===== src/rtl/tx_pkg.sv =====
package tx_pkg;

  typedef enum logic [2:0] {
    ST_IDLE  = 3'd0,
    ST_LEAD  = 3'd1,
    ST_LOW   = 3'd2,
    ST_HIGH  = 3'd3,
    ST_GUARD = 3'd4
  } tx_state_e;

endpackage


===== src/rtl/tx_reset_sync.sv =====
module tx_reset_sync #(
  parameter int STAGES = 2
) (
  input  logic clk,
  input  logic rst_n,
  output logic rst_sync_n
);

  logic [STAGES-1:0] chain_q;

  always_ff @(posedge clk or negedge rst_n) begin
    if (!rst_n) chain_q <= '0;
    else        chain_q <= {chain_q[STAGES-2:0], 1'b1};
  end

  assign rst_sync_n = chain_q[STAGES-1];

endmodule


===== src/rtl/tx_down_timer.sv =====
module tx_down_timer #(
  parameter int W = 8
) (
  input  logic         clk,
  input  logic         rst_n,
  input  logic         load_i,
  input  logic [W-1:0] val_i,
  output logic         zero_o
);

  logic [W-1:0] cnt_q, cnt_d;
  logic         cnt_en;

  always_comb begin
    cnt_en = load_i || (cnt_q != '0);
    cnt_d  = load_i ? val_i : cnt_q - 1'b1;
  end

  always_ff @(posedge clk or negedge rst_n) begin
    if (!rst_n)      cnt_q <= '0;
    else if (cnt_en) cnt_q <= cnt_d;
  end

  assign zero_o = (cnt_q == '0);

endmodule


===== src/rtl/tx_frame_shifter.sv =====
module tx_frame_shifter #(
  parameter int ADDR_W  = 4,
  parameter int DATA_W  = 8,
  parameter int PAD_W   = 4,
  parameter int FRAME_W = ADDR_W + DATA_W + PAD_W,
  parameter int CNT_W   = $clog2(FRAME_W + 1)
) (
  input  logic              clk,
  input  logic              rst_n,
  input  logic              load_i,
  input  logic              shift_i,
  input  logic              wide_i,
  input  logic [ADDR_W-1:0] addr_i,
  input  logic [DATA_W-1:0] value_i,
  output logic              sdo_o,
  output logic              last_o
);

  localparam int SHORT_W = ADDR_W + DATA_W;

  logic [FRAME_W-1:0] sh_q, sh_d;
  logic [CNT_W-1:0]   left_q, left_d;
  logic [FRAME_W-1:0] packed_word;
  logic               reg_en;

  always_comb begin
    packed_word = FRAME_W'({addr_i, value_i});
    reg_en      = load_i || shift_i;
    sh_d        = sh_q;
    left_d      = left_q;
    if (load_i) begin
      // Wide frame: zero pad leads. Compact frame: payload left aligned.
      sh_d   = wide_i ? packed_word : (packed_word << PAD_W);
      left_d = wide_i ? CNT_W'(FRAME_W) : CNT_W'(SHORT_W);
    end else if (shift_i) begin
      sh_d   = sh_q << 1;
      left_d = left_q - 1'b1;
    end
  end

  always_ff @(posedge clk or negedge rst_n) begin
    if (!rst_n) begin
      sh_q   <= '0;
      left_q <= '0;
    end else if (reg_en) begin
      sh_q   <= sh_d;
      left_q <= left_d;
    end
  end

  assign sdo_o  = sh_q[FRAME_W-1];
  assign last_o = (left_q == CNT_W'(1));

endmodule


===== src/rtl/trim_serial_tx.sv =====
module trim_serial_tx
  import tx_pkg::*;
#(
  parameter int ADDR_W = 4,
  parameter int DATA_W = 8,
  parameter int DIV_W  = 8,
  parameter int GAP_W  = 8
) (
  input  logic              clk,
  input  logic              rst_n,
  input  logic              start_i,
  input  logic [ADDR_W-1:0] addr_i,
  input  logic [DATA_W-1:0] value_i,
  input  logic              wide_i,
  input  logic [DIV_W-1:0]  half_div_i,
  input  logic [GAP_W-1:0]  gap_i,
  output logic              busy_o,
  output logic              done_o,
  output logic              cs_n_o,
  output logic              sclk_o,
  output logic              sdo_o
);

  localparam int SHORT_W = ADDR_W + DATA_W;
  localparam int PAD_W   = (8 - (SHORT_W % 8)) % 8;
  localparam int FRAME_W = SHORT_W + PAD_W;
  localparam int CNT_W   = $clog2(FRAME_W + 1);

  logic      rst_i_n;
  tx_state_e state_q, state_d;
  logic      accept, in_frame, ph_zero, ph_load;
  logic      shift_en, g_load, g_zero, last_bit, sh_bit;
  logic      done_q, done_d;

  tx_reset_sync #(.STAGES(2)) u_rst (
    .clk        (clk),
    .rst_n      (rst_n),
    .rst_sync_n (rst_i_n)
  );

  tx_down_timer #(.W(DIV_W)) u_phase (
    .clk    (clk),
    .rst_n  (rst_i_n),
    .load_i (ph_load),
    .val_i  (half_div_i),
    .zero_o (ph_zero)
  );

  tx_down_timer #(.W(GAP_W)) u_guard (
    .clk    (clk),
    .rst_n  (rst_i_n),
    .load_i (g_load),
    .val_i  (gap_i),
    .zero_o (g_zero)
  );

  tx_frame_shifter #(
    .ADDR_W (ADDR_W),
    .DATA_W (DATA_W),
    .PAD_W  (PAD_W),
    .FRAME_W(FRAME_W),
    .CNT_W  (CNT_W)
  ) u_shift (
    .clk     (clk),
    .rst_n   (rst_i_n),
    .load_i  (accept),
    .shift_i (shift_en),
    .wide_i  (wide_i),
    .addr_i  (addr_i),
    .value_i (value_i),
    .sdo_o   (sh_bit),
    .last_o  (last_bit)
  );

  // Next-state process
  always_comb begin
    state_d  = state_q;
    accept   = 1'b0;
    shift_en = 1'b0;
    g_load   = 1'b0;
    done_d   = 1'b0;
    in_frame = (state_q == ST_LEAD) || (state_q == ST_LOW) || (state_q == ST_HIGH);
    unique case (state_q)
      ST_IDLE: begin
        if (start_i) begin
          accept  = 1'b1;
          state_d = ST_LEAD;
        end
      end
      ST_LEAD: if (ph_zero) state_d = ST_LOW;
      ST_LOW:  if (ph_zero) state_d = ST_HIGH;
      ST_HIGH: begin
        if (ph_zero) begin
          if (last_bit) begin
            g_load  = 1'b1;
            done_d  = 1'b1;
            state_d = ST_GUARD;
          end else begin
            shift_en = 1'b1;
            state_d  = ST_LOW;
          end
        end
      end
      ST_GUARD: if (g_zero) state_d = ST_IDLE;
      default:  state_d = ST_IDLE;
    endcase
    ph_load = accept || (in_frame && ph_zero);
  end

  // Register process
  always_ff @(posedge clk or negedge rst_i_n) begin
    if (!rst_i_n) begin
      state_q <= ST_IDLE;
      done_q  <= 1'b0;
    end else begin
      state_q <= state_d;
      done_q  <= done_d;
    end
  end

  assign busy_o = (state_q != ST_IDLE);
  assign done_o = done_q;
  assign cs_n_o = !in_frame;
  assign sclk_o = (state_q != ST_LOW);
  assign sdo_o  = in_frame && sh_bit;

endmodule


===== config.mk =====
export PLATFORM = sky130hd
export DESIGN_NAME = trim_serial_tx
export DESIGN_NICKNAME = d
export VERILOG_FILES = /design/src/rtl/tx_pkg.sv /design/src/rtl/tx_reset_sync.sv /design/src/rtl/tx_down_timer.sv /design/src/rtl/tx_frame_shifter.sv /design/src/rtl/trim_serial_tx.sv
export SDC_FILE = /design/constraint.sdc
export NUM_CORES = 1
export LEC_CHECK = 0
export CORE_ASPECT_RATIO = 0.75
export CORE_MARGIN = 3
export CORE_UTILIZATION = 44
export DETAILED_ROUTE_END_ITERATION = 6
export GPL_TIMING_DRIVEN = 0
export PLACE_DENSITY = 0.67
export SETUP_SLACK_MARGIN = 0.1
export SLEW_MARGIN = 20
export SYNTH_ARGS = -nofsm -noshare
export SYNTH_HDL_FRONTEND = slang
export SYNTH_HIERARCHICAL = 1
export SYNTH_SLANG_ARGS = --single-unit

===== constraint.sdc =====
create_clock -name clk -period 2.4 [get_ports clk]
set_clock_uncertainty 0.15 [all_clocks]
set_input_delay 0.36 -clock clk [delete_from_list [all_inputs] [get_ports clk]]
set_output_delay 0.36 -clock clk [all_outputs]
set_load 0.005 [all_outputs]

# Word-level counts from Yosys, hierarchy flattened
# Index checks and enable logic that the tools add are counted.
[classes]
div_mod_pow = 0
n_eq_ne = 11
n_bitwise = 0
n_reduce_logical = 18
magnitude_cmp = 0
muxes = 23
add_sub_neg = 3
mul = 0
shift = 0
[ops]
columns = ["operator", "count"]
rows = [
  ["$mux 16", 3],
  ["$mux 3", 6],
  ["$logic_not 8->1", 2],
  ["$mux 8", 2],
  ["$reduce_bool 8->1", 2],
  ["$sub 8x1->8 const B", 2],
  ["$mux 5", 3],
  ["$pmux 3 s5", 1],
  ["$ne 2x2->1 const B", 5],
  ["$mux 1", 8],
  ["$eq 3x2->1 const B", 2],
  ["$logic_or 1x1->1", 6],
  ["$eq 5x1->1 const B", 1],
  ["$reduce_and 5->1", 1],
  ["$sub 5x1->5 const B", 1],
  ["$eq 3x1->1 const B", 1],
  ["$eq 3x3->1 const B", 1],
  ["$logic_not 3->1", 1],
  ["$ne 3x2->1 const B", 1],
  ["$reduce_bool 3->1", 1],
  ["$logic_and 1x1->1", 2],
  ["$reduce_and 2->1", 1],
  ["$reduce_bool 2->1", 1],
  ["$logic_not 1->1", 1],
]
[totals]
latchBits = 0
n_memories = 0
input_bits = 32
ramBits = 0
mem_bits_ro = 0
regBits = 43
out_inout_bits = 5

# Depth between registers and ports, before layout
# Gate-level depths: netlist of run 1.
[logic_depth]
depth_word = 6
depth_mapped = 11

# By module
# Netlist of run 1, hierarchy kept.
[by_module_without_submodules]
columns = ["mod", "seq_area_each_um2", "cells_per_inst", "n_inst", "area_per_inst_um2"]
rows = [
  ["tx_frame_shifter", 525.5, 106, 1, 1144.8],
  ["tx_down_timer", 200.2, 55, 2, 486.7],
  ["trim_serial_tx", 100.1, 28, 1, 264.0],
  ["tx_reset_sync", 50.0, 3, 1, 53.8],
]

# Worst setup path after synthesis of run 1
# Ideal clock, no wire load.
[synth_timing]
kind = "reg2reg"
startpoint = "reg u_phase.cnt_q[0]"
endpoint = "reg u_shift.left_q[2]"
path_stages_with_launch = 12
required_time_ps = 2131
setup_ps = 119
t_arrival_ps = 2648
period_less_slack_ps = 2917
setup_slack_ps = -517
n_path_buf = 2
cell_sequence = "dfrtp_1 -> inv_1 -> ha_1 -> or4b_2 -> nor2_1 -> nand4b_1 -> nor2_1 -> buf_6 -> buf_12 -> nand2_4 -> xnor2_1 -> o21a_1"
[synth_via]
elab_chain_cells = 5
[synth_lines]
columns = ["element", "line", "rtl"]
rows = [
  ["start: declaration", "tx_down_timer.sv:11", "logic [W-1:0] cnt_q, cnt_d;"],
  ["start signal: assignment", "tx_down_timer.sv:21", "else if (cnt_en) cnt_q <= cnt_d;"],
  ["$logic_not 8->1 *", "tx_down_timer.sv:24", "assign zero_o = (cnt_q == '0);"],
  ["net ph_zero", "trim_serial_tx.sv:31", "logic accept, in_frame, ph_zero, ph_load;"],
  ["$mux 1 *", "trim_serial_tx.sv:93", "if (ph_zero) begin"],
  ["$mux 1 *", "trim_serial_tx.sv:83", "unique case (state_q)"],
  ["net shift_en", "trim_serial_tx.sv:32", "logic shift_en, g_load, g_zero, last_bit, sh_bit;"],
  ["$reduce_bool 2->1 (no source line) / $logic_or 1x1->1 (equally long branches)", "--", ""],
  ["$reduce_and 2->1 (no source line) *", "--", ""],
  ["end signal: assignment", "tx_frame_shifter.sv:47", "left_q <= left_d;"],
  ["end: declaration", "tx_frame_shifter.sv:22", "logic [CNT_W-1:0] left_q, left_d;"],
]
# The timed path passes the listed nets; every way through them passes the cells marked *.
# A chain may end at the register's enable or synchronous reset.

# Worst setup path in the final report of run 1
[layout_timing]
startpoint = "reg u_phase.cnt_q[1]"
endpoint = "reg u_shift.left_q[2]"
# The elaborated chain is that of the path after synthesis.

==> summary.txt, run 1 <==
GRT
  – GRT overflow: 0
  – Largest net degree at the start of global routing: 29
  – Vias in the first global route: 1840
  – First-pass GRT wire length: 9.10 mm
  – Antenna violations before repair: 0
  – GRT Util Overall: 0.178

Final layout
  – Ratio of cells with drive above 1 in the final layout: 0.262
  – Cell area after layout: 0.00335 mm^2
  – Area growth syn-to-layout: 37.7%
  – Multi-input gate area: 0.00131 mm^2
  – Nets@finish: 352
  – Filler cells: 435
  – Storage element area: 0.00108 mm^2
  – ANT cells: 0
  – Utilization after layout: 0.655

Synthesis
  – Top cell type's share of synthesized area: 0.442
  – Syn_area_per_cell: 9.86 um^2
  – Top post-synthesis cells by count: dfrtp_1 (43), nand2_1 (19), a21oi_1 (17)
  – Mapped cell area: 0.00244 mm^2
  – Cells after Synth: 247
  – Synthesized flop and latch total: 43
  – Fraction of registers with async set/reset: 1.00
  – Top-count cell post-synth: dfrtp_1
  – Largest area contributor in the netlist: dfrtp_1
  – Yosys cell types: 47
  – Ys Warns: 6
  – Post-synth top flop: dfrtp_1
  – Mapped Nets: 283
  – Sequential fraction of the synthesis area: 0.442
  – Number of synthesized flops with an enable pin: 0
  – Largest cells by area after synthesis: dfrtp_1 (44%), mux2i_1 (6.2%), a21oi_1 (3.5%), xnor2_1 (3.2%), o31ai_1 (3.1%)

Worst setup path
  – Critical-path cell list: inv_2, ha_4, or4b_4, nor2_4, nand4b_1, nor2_2, buf_6, buf_12, nand2_4, xnor2_1, o21a_1
  – Critical Setup Path Class: flop to flop
  – CP Data Arrival Time: 2.59 ns
  – Crit path largest cell delay: 0.48 ns
  – Crit path capture type: flop
  – Critical path's slowest cell: or4b_4
  – CP max FO: 8
  – Worst Path Required: 2.43 ns
  – Startpoint types: flop

Power
  – Leak Pwr: 1.33 nW
  – Power, Total: 3.15 mW
  – PwrDens: 938 mW/mm^2
  – Max IR drop VDD: 397 uV

Clocking
  – CTS max path bufs: 2
  – Cts bufs inserted: 5
  – Root Buffer: clkbuf_8
  – TritonCTS clock tree: done
  – Cts hold-fix bufs: 0
  – CTS H-tree lvls: 2
  – # clock sinks: 43
  – Worst-Skew Late Latency: 0.30 ns
  – Clock transition at path regs: 0.09 ns

Floorplanning
  – CORE AREA: 0.00512 mm^2
  – Die area: 0.00647 mm^2
  – Cell row count: 22
  – Die height: 70.4 um
  – Die X-Extent: 91.9 um
  – Initial core utilization: 0.476
  – I/O Pins: 37

Place
  – Buffers on Ports: 35
  – GP Congestion: 0.800
  – DP HPWL: 3.81 mm
  – Cell Area, Placed: 0.00293 mm^2

STA
  – Max Clk Rate: 0.390 GHz
  – Max-slew headroom: 0.582
  – Max-slew violations: 0
  – Crit share post-route: 1.07
  – Final hold slack: 0.0288 ns
  – Period minus WS final: 2.56 ns
  – RSZ-0062 raised after global routing: yes
  – Least-Margin Pin Slew: 0.618 ns
  – Setup ws final: -0.164 ns
  – Endpoints failing setup: 26
  – Hold Vio Cnt, Final: 0

Outcome
  – Violated checks: negative setup slack
  – Status: finished, violations left

Routing
  – DRT Wirelength: 5.77 mm
  – Vias: 2046
  – First-pass detailed-route iteration total: 4
  – WL per Instance: 14.8 um
  – Via density: 5.26
  – Drt initial violations: 94
  – ANT nets after route: 0
  – Residual DRC: 0

Run
  – Max Cap Viol: 0

Worst hold path
  – Class of the worst hold path: flop to async pin
==> routing by layer <==
metal | track usage | up-vias | share of wire
met5 | 0 | - | 0
met4 | 0.0610 | 0 | 0.015
met3 | 0.0366 | 7 | 0.046
met2 | 0.238 | 36 | 0.43
met1 | 0.280 | 967 | 0.51
li1 | - | 1036 | -
==> area by class of cell <==
type,instances,share of cell area
Multi-Input combinational cell,176,0.390
Sequential cell,43,0.322
Timing Repair Buffer,62,0.179
Buffer,15,0.0369
Tap cell,72,0.0269
Clock buffer,7,0.0228
Inverter,13,0.0145
Clock inverter,1,0.00895
==> per-stage QoR <==
stage          setup TNS [ns]  cells  worst slack [ns]
6_report                -1.97    389            -0.164
5_1_grt                 -5.61    389            -0.264
4_1_cts                -0.819    377           -0.0877
3_5_place_dp            -9.57    355            -0.422
3_3_place_gp            -9.16    354            -0.391
2_1_floorplan          -0.410    247            -0.101
==> cell usage in the layout (no fill, tap or decap), types with 4 or more instances in the layout <==
cell type        Yosys  final
a211oi_1             8      6
a21oi_1             17     16
buf_2                4      4
buf_4                1     21
buf_6                3      8
clkbuf_1             4      4
clkbuf_8             0      7
clkdlybuf4s50_1      0     35
dfrtp_1             43     41
inv_1               13      9
inv_2                0      4
mux2i_1             15     15
nand2_1             19     15
nand2_2              0      4
nand3_1              6      5
nor2_1              12      8
nor2b_1              9      8
nor3_1               9      9
o21ai_0              4      4
o21ai_1              8      8
o31ai_1             10      9
or3b_2               4      4
or4_1                6      5
xnor2_1              9      9
==> what timing repair did <==
item | CTS | global route
setup buffers | 12 | 12
setup endpoints to repair | 38 | 38
resized for setup | 6 | 28
gates cloned | 2 | 1
pin swaps | 6 | 8
==> where the power goes <==
| part | switching, mW | total, mW | internal (mW) |
|---|---|---|---|
| Sequential | 0.271 | 1.30 | 1.03 |
| Clock | 0.246 | 0.558 | 0.312 |
| Combinational | 0.589 | 1.29 | 0.701 |
==> worst paths after layout <==
| kind | startpoint | endpoint | slack [ns] | cells after the start |
|---|---|---|---|---|
| setup / recovery | u_phase/cnt_q[1]$_DFFE_PN0P_ | u_shift/left_q[2]$_DFFE_PN0P_ | -0.16 | 11 |
| hold / removal | u_rst/chain_q[1]$_DFF_PN0_ | u_phase/cnt_q[3]$_DFFE_PN0P_ | 0.03 | 0 |
| setup reg to reg | u_phase/cnt_q[1]$_DFFE_PN0P_ | u_shift/left_q[2]$_DFFE_PN0P_ | -0.16 | 11 |
| hold reg to reg | u_rst/chain_q[1]$_DFF_PN0_ | u_phase/cnt_q[3]$_DFFE_PN0P_ | 0.03 | 0 |
| max in group asynchronous | u_rst/chain_q[1]$_DFF_PN0_ | u_shift/left_q[2]$_DFFE_PN0P_ | 1.60 | 1 |
| min in group clk | u_rst/chain_q[0]$_DFF_PN0_ | u_rst/chain_q[1]$_DFF_PN0_ | 0.21 | 0 |
==> registers in the layout, indices dropped and copies added (netlist names) <==
signal / count
u_phase/cnt_q: 8
u_rst/chain_q: 2
state_q: 3
u_shift/left_q: 5
u_shift/sh_q: 16
done_o: 1
u_guard/cnt_q: 8
==> cells by family (layout without fill, tap and decap cells) <==
| group | after synthesis | count (layout) | share of synthesized area |
|---|---|---|---|
| buffers and inverters | 28 | 98 | 0.0637 |
| AO/OA/AOI/OAI | 61 | 61 | 0.162 |
| other | 1 | 1 | 0.00154 |
| AND/OR/NAND/NOR | 84 | 84 | 0.209 |
| adder cells (fa/ha/maj) | 4 | 4 | 0.0205 |
| XOR/XNOR | 10 | 10 | 0.0360 |
| flip-flops | 43 | 43 | 0.442 |
| multiplexers | 16 | 16 | 0.0663 |
==> worst max-delay path: cells and delay by family, from the launching register on <==
family,cells,cell delay (ns)
buf+inv,3,0.38
fa+ha+maj,1,0.13
simple gates,5,1.07
flops,1,0.40
compound gates,1,0.18
xor+xnor,1,0.12
No activity file was read; power rests on OpenSTA's default activity.
==> inputs of run 2 (changes only) <==
- CORE_UTILIZATION: 44 -> 50
- PLACE_DENSITY: 0.67 -> 0.75
- REMOVE_ABC_BUFFERS: not set -> 1
==> run 2 against run 1 <==
The run still ends with negative setup slack left. Cell count fell by 5.7%. Critical path type unchanged. Power rose by 3.2%. Die area fell by 11%. Sequential cell count did not move. Global-route usage rose by 4.2 points. Clock power fell by 7.0%. Worst hold slack improved by 0.031 ns.
==> summary.txt, run 2 (same netlist as run 1, synthesis figures left out) <==
Clocking
  – TritonCTS clock tree: done
  – CTS max path bufs: 2
  – CTS H-tree lvls: 2
  – # clock sinks: 43
  – Cts bufs inserted: 5
  – Clock transition at path regs: 0.09 ns
  – Worst-Skew Late Latency: 0.30 ns
  – Root Buffer: clkbuf_8
  – Cts hold-fix bufs: 0

Worst setup path
  – Crit path capture type: flop
  – Worst Path Required: 2.49 ns
  – Startpoint types: flop
  – Critical Setup Path Class: flop to flop
  – RR Startpoint: u_phase/cnt_q[0]$_DFFE_PN0P_
  – Reg2Reg Capture Point: u_shift/left_q[3]$_DFFE_PN0P_
  – CP max FO: 3
  – Reg-to-reg slack, setup: -0.23 ns
  – CP Data Arrival Time: 2.72 ns
  – Worst R2R Path Depth: 11

Floorplanning
  – Die X-Extent: 86.6 um
  – Initial core utilization: 0.533
  – Die height: 66.5 um
  – CORE AREA: 0.00457 mm^2
  – I/O Pins: 37
  – Die area: 0.00575 mm^2
  – Cell row count: 21

Routing
  – Vias: 2126
  – Via density: 5.79
  – First-pass detailed-route iteration total: 4
  – ANT nets after route: 0
  – DRT Wirelength: 6.37 mm
  – Top Layer Used: met4
  – Residual DRC: 0
  – DR WL met2: 3.06 mm
  – WL per Instance: 17.4 um
  – Drt initial violations: 135
  – Metal3 WL: 254 um
  – M1 wire length: 2.91 mm

Final layout
  – Max reg flops: 16
  – Storage element area: 0.00108 mm^2
  – Filler cells: 296
  – Largest registers: u_shift/sh_q: 16 flops, u_guard/cnt_q: 8 flops, u_phase/cnt_q: 8 flops
  – Multi-input gate area: 0.00140 mm^2
  – Commonest non-fill, non-tap cells in the layout: dfrtp_1 (40), clkdlybuf4s50_1 (36), buf_4 (18), a21oi_1 (16), mux2i_1 (14)
  – ANT cells: 0
  – Area growth syn-to-layout: 41.3%
  – Ratio of cells with drive above 1 in the final layout: 0.287
  – Largest register by flop count: u_shift/sh_q
  – Nets@finish: 345
  – Most common cell after layout, fill and taps aside: dfrtp_1

STA
  – RSZ-0062 raised after global routing: yes
  – Setup ws final: -0.229 ns
  – Max Clk Rate: 0.380 GHz
  – Max-slew violations: 0
  – Least-Margin Pin Slew: 0.763 ns
  – Endpoints failing setup: 21
  – Sum Neg Setup Slack: -2.10 ns
  – Max-slew headroom: 0.490
  – Hold Vio Cnt, Final: 0
  – Period minus WS final: 2.63 ns
  – Crit share post-route: 1.10

Place
  – DP HPWL: 3.32 mm
  – Buffers on Ports: 36
  – GP Congestion: 0.855

Outcome
  – Violated checks: negative setup slack
  – Status: finished, violations left

GRT
  – First-pass GRT wire length: 9.66 mm
  – GRT overflow: 0
  – Antenna violations before repair: 0
  – Largest net degree at the start of global routing: 36
  – GRT Util Overall: 0.220
  – Vias in the first global route: 1941

Worst hold path
  – Class of the worst hold path: primary input to async pin

Power
  – PwrDens: 943 mW/mm^2
  – Power, Total: 3.25 mW
  – Max IR drop VDD: 712 uV
  – Leak Pwr: 1.34 nW

Run
  – Max Cap Viol: 0
## run 2: area by class of cell
class	instances	area share
Multi-Input combinational cell	177	0.405
Sequential cell	43	0.314
Timing Repair Buffer	69	0.216
Clock buffer	7	0.0280
Tap cell	57	0.0207
Inverter	13	0.0142
Clock inverter	1	0.00218
## run 2: timing repair
action,CTS,global route
cloned,3,0
setup buffers,24,7
pin swaps,11,9
endpoints found under the setup margin,41,40
gates resized for setup,22,32
hold endpoints to repair,0,0
## run 2: through the flow
stage	worst slack, ns	std cells	hold slack, ns	instance area, um^2	utilization
after floorplan	-1.69	232	-0.0856	2330	-
after global placement	-2.40	325	0.184	2760	0.604
after detailed placement	-1.41	326	0.104	2810	0.614
after CTS	-0.126	361	0.0616	3280	0.717
after global routing	-0.366	367	0.0626	3440	0.753
final	-0.229	367	0.0596	3440	0.753
## run 2: layer usage
| metal | vias up | track usage |
|---|---|---|
| li1 | 1019 | - |
| met1 | 1039 | 0.302 |
| met2 | 55 | 0.341 |
| met3 | 13 | 0.0433 |
| met4 | 0 | 0.0875 |
| met5 | - | 0 |
## run 2: worst max-delay path, cell delays in order (launching register included)
cell and delay [ns]:
dfrtp_1 0.40, inv_2 0.09, ha_4 0.14, or4b_4 0.49, nor2_4 0.13, nand4b_1 0.16, buf_6 0.16, nor2_4 0.14
buf_12 0.13, nor4b_4 0.20, xor2_1 0.24, o21a_1 0.15
## run 2: where the power goes
group	switching, mW	total [mW]	internal (mW)
combinational	0.616	1.37	0.749
clock	0.257	0.519	0.262
sequential	0.335	1.36	1.03
## run 2: worst max-delay path by stage
stage | start | to | slack (ns) | depth (start not counted)
6_report | u_phase/cnt_q[0]$_DFFE_PN0P_ | u_shift/left_q[3]$_DFFE_PN0P_ | -0.23 | 11
4_1_cts | u_phase/cnt_q[1]$_DFFE_PN0P_ | u_shift/left_q[3]$_DFFE_PN0P_ | -0.13 | 11
3_3_place_gp | u_phase/cnt_q[0]$_DFFE_PN0P_ | u_shift/left_q[3]$_DFFE_PN0P_ | -2.40 | 9
3_5_place_dp | u_phase/cnt_q[0]$_DFFE_PN0P_ | u_shift/left_q[3]$_DFFE_PN0P_ | -1.41 | 9
5_1_grt | u_phase/cnt_q[1]$_DFFE_PN0P_ | u_shift/left_q[3]$_DFFE_PN0P_ | -0.37 | 11
2_1_floorplan | u_phase/cnt_q[0]$_DFFE_PN0P_ | u_shift/left_q[3]$_DFFE_PN0P_ | -1.69 | 9
==> inputs of run 3 (changes only) <==
- CTS_BUF_LIST: not set -> sky130_fd_sc_hd__clkbuf_8
==> results of run 3 <==
The final DEF is identical to that of run 2; final timing and power are the same.
